--- src/rtl/isr_pkg.sv ---
package isr_pkg;

    localparam int unsigned WORD_W = 32;

    // Status bit positions
    localparam int unsigned B_LINK_DOWN  = 0;
    localparam int unsigned B_HOT_RESET  = 3;
    localparam int unsigned B_CFG_LSB    = 5;
    localparam int unsigned B_CFG_MSB    = 7;
    localparam int unsigned B_CFG_TMO    = 8;
    localparam int unsigned B_ERR_COR    = 9;
    localparam int unsigned B_ERR_NF     = 10;
    localparam int unsigned B_ERR_FATAL  = 11;
    localparam int unsigned B_INTX       = 16;
    localparam int unsigned B_MSI        = 17;
    localparam int unsigned N_BRIDGE_ERR = 7;

    // Implemented bits; everything else is reserved and reads 0
    localparam logic [WORD_W-1:0] IMPL_MASK = 32'h0FB3_0FE9;
    // Bits whose clear is interlocked with the error FIFO
    localparam logic [WORD_W-1:0] GATED_MASK = 32'h0000_0E00;
    localparam logic [WORD_W-1:0] CFG_MASK   = 32'h0000_00E0;

    typedef enum logic [1:0] {
        SEL_NONE,
        SEL_STATUS,
        SEL_ENABLE
    } reg_sel_e;

    typedef struct packed {
        logic                    link_down;
        logic                    hot_reset;
        logic                    cfg_timeout;
        logic                    err_cor;
        logic                    err_nonfatal;
        logic                    err_fatal;
        logic                    intx;
        logic                    msi;
        logic [N_BRIDGE_ERR-1:0] bridge_err;
    } isr_evt_t;

    // Status bit driven by bridge error lane k (bit 22 is skipped)
    function automatic int unsigned bridge_bit(input int unsigned k);
        return (k < 2) ? (20 + k) : (21 + k);
    endfunction

    // Spread single-bit events onto their status positions
    function automatic logic [WORD_W-1:0] evt_to_set(input isr_evt_t e);
        logic [WORD_W-1:0] v;
        v = '0;
        v[B_LINK_DOWN] = e.link_down;
        v[B_HOT_RESET] = e.hot_reset;
        v[B_CFG_TMO]   = e.cfg_timeout;
        v[B_ERR_COR]   = e.err_cor;
        v[B_ERR_NF]    = e.err_nonfatal;
        v[B_ERR_FATAL] = e.err_fatal;
        v[B_INTX]      = e.intx;
        v[B_MSI]       = e.msi;
        for (int unsigned k = 0; k < N_BRIDGE_ERR; k++) begin
            v[bridge_bit(k)] = e.bridge_err[k];
        end
        return v;
    endfunction

endpackage

--- src/rtl/isr_link_watch.sv ---
module isr_link_watch (
    input  logic clk,
    input  logic rst,
    input  logic link_up,
    output logic down_pulse
);
    // The history flop resets low, so a drop needs an up-sample after reset first.
    logic up_q;

    always_ff @(posedge clk) begin
        if (rst) up_q <= 1'b0;
        else     up_q <= link_up;
    end

    assign down_pulse = up_q & ~link_up;
endmodule

--- src/rtl/isr_sticky_bank.sv ---
module isr_sticky_bank
    import isr_pkg::*;
(
    input  logic              clk,
    input  logic              rst,
    input  logic [WORD_W-1:0] set_vec,
    input  logic [WORD_W-1:0] clr_vec,
    input  logic              cfg_load,
    input  logic [2:0]        cfg_code,
    output logic [WORD_W-1:0] sts_q
);
    localparam int unsigned CFG_W = B_CFG_MSB - B_CFG_LSB + 1;

    logic [WORD_W-1:0] sts_d;
    logic [CFG_W-1:0]  cfg_d;

    always_comb begin
        // Set has priority over clear, so an event in a clearing cycle is kept.
        sts_d = (sts_q & ~clr_vec) | set_vec;
        if (cfg_load)
            cfg_d = cfg_code;
        else if (|clr_vec[B_CFG_MSB:B_CFG_LSB])
            cfg_d = '0;
        else
            cfg_d = sts_q[B_CFG_MSB:B_CFG_LSB];
        sts_d[B_CFG_MSB:B_CFG_LSB] = cfg_d;
        sts_d = sts_d & IMPL_MASK;
    end

    always_ff @(posedge clk) begin
        if (rst) sts_q <= '0;
        else     sts_q <= sts_d;
    end
endmodule

--- src/rtl/isr_irq_gen.sv ---
module isr_irq_gen
    import isr_pkg::*;
(
    input  logic              clk,
    input  logic              rst,
    input  logic [WORD_W-1:0] sts,
    input  logic [WORD_W-1:0] enable,
    output logic              irq_o
);
    logic irq_q;

    always_ff @(posedge clk) begin
        if (rst) irq_q <= 1'b0;
        else     irq_q <= |(sts & enable);
    end

    assign irq_o = irq_q;
endmodule

--- src/rtl/isr_decode_top.sv ---
module isr_decode_top
    import isr_pkg::*;
#(
    parameter int unsigned ADDR_W     = 4,
    parameter int unsigned STS_OFFSET = 0,
    parameter int unsigned MSK_OFFSET = 4
) (
    input  logic                    clk,
    input  logic                    rst,
    input  logic                    reg_wr_en,
    input  logic [ADDR_W-1:0]       reg_addr,
    input  logic [31:0]             reg_wdata,
    output logic [31:0]             reg_rdata,
    input  logic                    link_up,
    input  logic                    hot_reset_evt,
    input  logic                    cfg_cpl_evt,
    input  logic [2:0]              cfg_cpl_code,
    input  logic                    cfg_timeout_evt,
    input  logic                    err_cor_evt,
    input  logic                    err_nonfatal_evt,
    input  logic                    err_fatal_evt,
    input  logic                    intx_evt,
    input  logic                    msi_evt,
    input  logic [N_BRIDGE_ERR-1:0] bridge_err_evt,
    input  logic                    err_fifo_empty,
    output logic                    irq_o
);
    localparam logic [ADDR_W-1:0] STS_A = ADDR_W'(STS_OFFSET);
    localparam logic [ADDR_W-1:0] MSK_A = ADDR_W'(MSK_OFFSET);

    reg_sel_e          sel;
    isr_evt_t          evt;
    logic              link_drop;
    logic [WORD_W-1:0] set_vec;
    logic [WORD_W-1:0] clr_vec;
    logic [WORD_W-1:0] sts_q;
    logic [WORD_W-1:0] msk_q;

    always_comb begin
        if (reg_addr == STS_A)      sel = SEL_STATUS;
        else if (reg_addr == MSK_A) sel = SEL_ENABLE;
        else                        sel = SEL_NONE;
    end

    isr_link_watch u_link (
        .clk        (clk),
        .rst        (rst),
        .link_up    (link_up),
        .down_pulse (link_drop)
    );

    always_comb begin
        evt.link_down    = link_drop;
        evt.hot_reset    = hot_reset_evt;
        evt.cfg_timeout  = cfg_timeout_evt;
        evt.err_cor      = err_cor_evt;
        evt.err_nonfatal = err_nonfatal_evt;
        evt.err_fatal    = err_fatal_evt;
        evt.intx         = intx_evt;
        evt.msi          = msi_evt;
        evt.bridge_err   = bridge_err_evt;
        set_vec          = evt_to_set(evt);
    end

    always_comb begin
        clr_vec = (reg_wr_en && sel == SEL_STATUS) ? reg_wdata : '0;
        // Error-message bits stay set until the error FIFO is drained
        if (!err_fifo_empty) clr_vec = clr_vec & ~GATED_MASK;
    end

    isr_sticky_bank u_bank (
        .clk      (clk),
        .rst      (rst),
        .set_vec  (set_vec),
        .clr_vec  (clr_vec),
        .cfg_load (cfg_cpl_evt),
        .cfg_code (cfg_cpl_code),
        .sts_q    (sts_q)
    );

    always_ff @(posedge clk) begin
        if (rst)                               msk_q <= '0;
        else if (reg_wr_en && sel == SEL_ENABLE) msk_q <= reg_wdata;
    end

    isr_irq_gen u_irq (
        .clk    (clk),
        .rst    (rst),
        .sts    (sts_q),
        .enable (msk_q),
        .irq_o  (irq_o)
    );

    always_comb begin
        unique case (sel)
            SEL_STATUS: reg_rdata = sts_q;
            SEL_ENABLE: reg_rdata = msk_q;
            default:    reg_rdata = '0;
        endcase
    end
endmodule

--- config.mk ---
export PLATFORM = sky130hd
export DESIGN_NAME = isr_decode_top
export DESIGN_NICKNAME = d
export VERILOG_FILES = /design/src/rtl/isr_pkg.sv /design/src/rtl/isr_link_watch.sv /design/src/rtl/isr_sticky_bank.sv /design/src/rtl/isr_irq_gen.sv /design/src/rtl/isr_decode_top.sv
export SDC_FILE = /design/constraint.sdc
export NUM_CORES = 1
export LEC_CHECK = 0
export CORE_ASPECT_RATIO = 1.2
export CORE_MARGIN = 4
export CORE_UTILIZATION = 42
export DETAILED_ROUTE_END_ITERATION = 10
export GPL_ROUTABILITY_DRIVEN = 0
export HOLD_SLACK_MARGIN = 0.05
export PLACE_DENSITY = 0.86
export SYNTH_ARGS = -nofsm -noshare
export SYNTH_HDL_FRONTEND = slang
export SYNTH_SLANG_ARGS = --single-unit
--- constraint.sdc ---
create_clock -name clk -period 1.7 [get_ports clk]
set_input_delay 0.34 -clock clk [delete_from_list [all_inputs] [get_ports clk]]
set_output_delay 0.34 -clock clk [all_outputs]
set_load 0.01 [all_outputs]
==> results.yml <==
run_status:
  status: "finished, violations left"
  failed_checks: "negative setup slack"
routing:
  drt-vias-per-instance: 5.57
  drt-initial-drc-count: 153
  ant_nets: 0
  vias: 2444
  drt_first_pass_iters: 4
  drc_errors: 0
  wl_mm: 7.46
  wl_per_cell_um: 17.0
place:
  numPortBuffers: 91
  hpwlAfterDp_mm: 4.95
  placed_cells: 419
logic_synthesis:
  synth_area_leader_cell: "dfxtp_1"
  synth_top_area_share_pct: 47.6
  ys_types: 20
  syn_inst: 270
  synthTopCellsByArea: "dfxtp_1 (48%), nand2_1 (11%), a21oi_1 (11%)"
  synth_fp_nets: 329
  syn_area_sq_um: 2190
  yosys_warnings: 0
  ys_ff_latch: 52
  ys_seq_area_share_pct: 47.6
  syn_avg_cell_area_sq_um: 8.10
sta:
  drv_slew: 0
  max_freq_mhz: 585
  period_needed_ps: 1710
  period_share_pct: 101
  fin_skew_ps: 5.30
  rsz0062_at_grt: "yes"
  finalHoldViolations: 0
  worst_slack_ps: -9.52
  tightest_slew_ps: 504
  relSlewSlack_pct: 66.4
  setup_viol: 1
cells_and_area:
  areaGrowthSynthToFinish_pct: 53.7
  multiInputGateArea_sq_um: 1080
  nFillCells: 417
  regArea_sq_um: 1040
  antennaDiodeCount: 0
  stdcell_count: 439
  drive_gt1_share_pct: 20.8
  nNetsFinal: 437
die:
  die_x_um: 73.9
  dieArea_sq_um: 6430
  initial_core_util_pct: 44.0
  rows: 28
  die_h_um: 87.1
  io_pins: 92
  coreArea_sq_um: 4970
global_route:
  grt_pass1_vias: 2395
  track_usage_pct: 22.9
  met3_usage_pct: 4.39
  top_usage_layer: "met2"
  grt.met1_usage_pct: 25.3
  grt_overflow: 0
  grt_max_degree: 50
  antenna_found_initial: 0
  grt_pass1_wl_mm: 11.3
  use_met2_pct: 41.9
power_and_ir_drop:
  p_per_area_nw_per_um2: 730
  p_leak_nw: 1.35
  comb_power_share_pct: 13.3
  p_int_w: 0.00189
  power_switching_w: 0.000561
  p_seq_share_pct: 52.6
  switching_share_pct: 22.9
  clkPwrFrac_pct: 34.1
  ir_drop_v: 0.000559
  finalPower_w: 0.00245
setup_path:
  r2r-end: "u_irq.irq_o"
  slowest_delay_ps: 370
  worstPathCellList: "buf_8, nor4_4, buf_6, buf_6, a22o_1, buf_2"
  cp_slowest_cell: "nor4_4"
  rrSetupSlack_ps: 400
  worstPathArrival_ps: 1370
  cp-end-kind: "primary output"
  cp_common_cell: "buf_6"
  r2r_cells: 4
  crit_buf_inv: 4
  r2r-start: "u_bank.sts_q[17]"
  start_kind: "primary input"
  worst-path-max-fanout: 5
  worstPathRequired_ps: 1360
  path_class: "primary input to primary output"
  cp_top_family: "buffers and inverters"
clock_tree:
  h-tree-depth: 2
  cts_tree: "yes"
  cts.sinks: 52
  cts_made_buffers: 5
  cts_buffer_depth: 2
  clockRootBuffer: "clkbuf_8"
  path_clk_slew_ps: 90
  hold_buffers: 0
  clkLatencyLatePin_ps: 310
hold_path:
  hp-class: "primary input to register"
  min_from: "rst"
  hold-path-cell-count: 3
  hold_path_end: "u_bank.sts_q[5]"
run:
  maxCapViolations: 0
## cell usage in the layout, fill, tap and decap left out, drive strengths merged
cell type and instances:
clkdlybuf4s50 54, and2 15, nor2 15, bufinv 1, a21oi 47, buf 66, clkbuf 7, clkinv 1
nor4 1, nand4 3, nor4b 1, a22o 25, a31oi 1, and3 1, nor3 2, a22oi 1
o311a 1, nor2b 4, nand3 12, a221oi 4, dfxtp 52, nand2 65
## worst reg2reg max path, stage by stage (launching register included)
cell      delay, ps
dfxtp_1         340
a22o_1          250
a221oi_1        290
and3_1          230
a31oi_1          70
## layout make-up
class,instances,share of cell area (%)
clock buffers,6,2.16
well taps,60,2.23
repair buffers,121,31.4
flip-flops and latches,52,31.0
clock inverters,2,1.04
multi-input cells,198,32.2
## state kept, by name, summed over array words and instances (netlist names)
signal	count
msk_q	32
u_bank.sts_q	18
u_link.up_q	1
u_irq.irq_o	1
## kinds of logic after synthesis
family,Yosys count,share of synthesized area (%)
AO/OA/AOI/OAI,79,23.5
flip-flops,52,47.6
buffers and inverters,20,4.06
AND/OR/NAND/NOR,119,24.9
## routing by layer
| layer | wire length (um) | part of all wire, % |
|---|---|---|
| met1 | 2830 | 38 |
| met2 | 3950 | 53 |
| met5 | 0 | 0 |
| met4 | 246 | 3.3 |
| met3 | 433 | 5.8 |
## cells in the mapped netlist
| cell | instances |
|---|---|
| nor3_1 | 2 |
| a221oi_1 | 4 |
| nand4_1 | 3 |
| and3_1 | 1 |
| nor2_1 | 15 |
| a21oi_1 | 47 |
| and2_1 | 15 |
| buf_2 | 2 |
| clkbuf_1 | 15 |
| nor2b_1 | 4 |
| nor4b_4 | 1 |
| a31oi_1 | 1 |
| nand3_1 | 12 |
| buf_4 | 3 |
| nor4_1 | 1 |
| dfxtp_1 | 52 |
| o311a_1 | 1 |
| a22o_1 | 25 |
| nand2_1 | 65 |
| a22oi_1 | 1 |
## power by group through the flow
stage | Sequential [W] | Combinational (W) | Clock, W
CTS | 0.00129 | 0.000319 | 0.000842
floorplan | 0.00131 | 0.0000965 | 0
global route | 0.00130 | 0.000346 | 0.000882
global placement | 0.00132 | 0.000297 | 0
finish | 0.00129 | 0.000325 | 0.000837
detailed placement | 0.00132 | 0.000302 | 0
## what timing repair did
item / 4_1_cts / 5_1_grt
setup buffers: 10 / 1
resized for setup: 164 / 3
endpoints found under the setup margin: 64 / 24
cloned: 2 / 1
pin swaps: 4 / 9
## per-stage QoR
stage	utilization (%)	setup TNS, ps	hold slack, ps	worst slack [ps]	area (sq um)
finish	67.6	-9.52	414	-9.52	3360
global route	67.6	-306	425	-71.5	3360
CTS	67.4	-14.5	412	-13.9	3350
detailed placement	65.3	-38550	442	-754	3250
global placement	65.3	-35800	438	-733	3250
floorplan	-	0	432	125	2190
## how the worst max path moves through the flow
stage                           start             to  slack, ps  depth (start not counted)
after global routing      reg_addr[3]  reg_rdata[27]        -70                          6
final                     reg_addr[3]  reg_rdata[27]        -10                          6
after CTS                 reg_addr[0]  reg_rdata[10]        -10                          6
after detailed placement  reg_addr[3]  reg_rdata[21]       -750                          5
after global placement    reg_addr[3]  reg_rdata[11]       -730                          5
after floorplan           reg_addr[2]  reg_rdata[11]        130                          3
(Power assumes the default switching activity.)
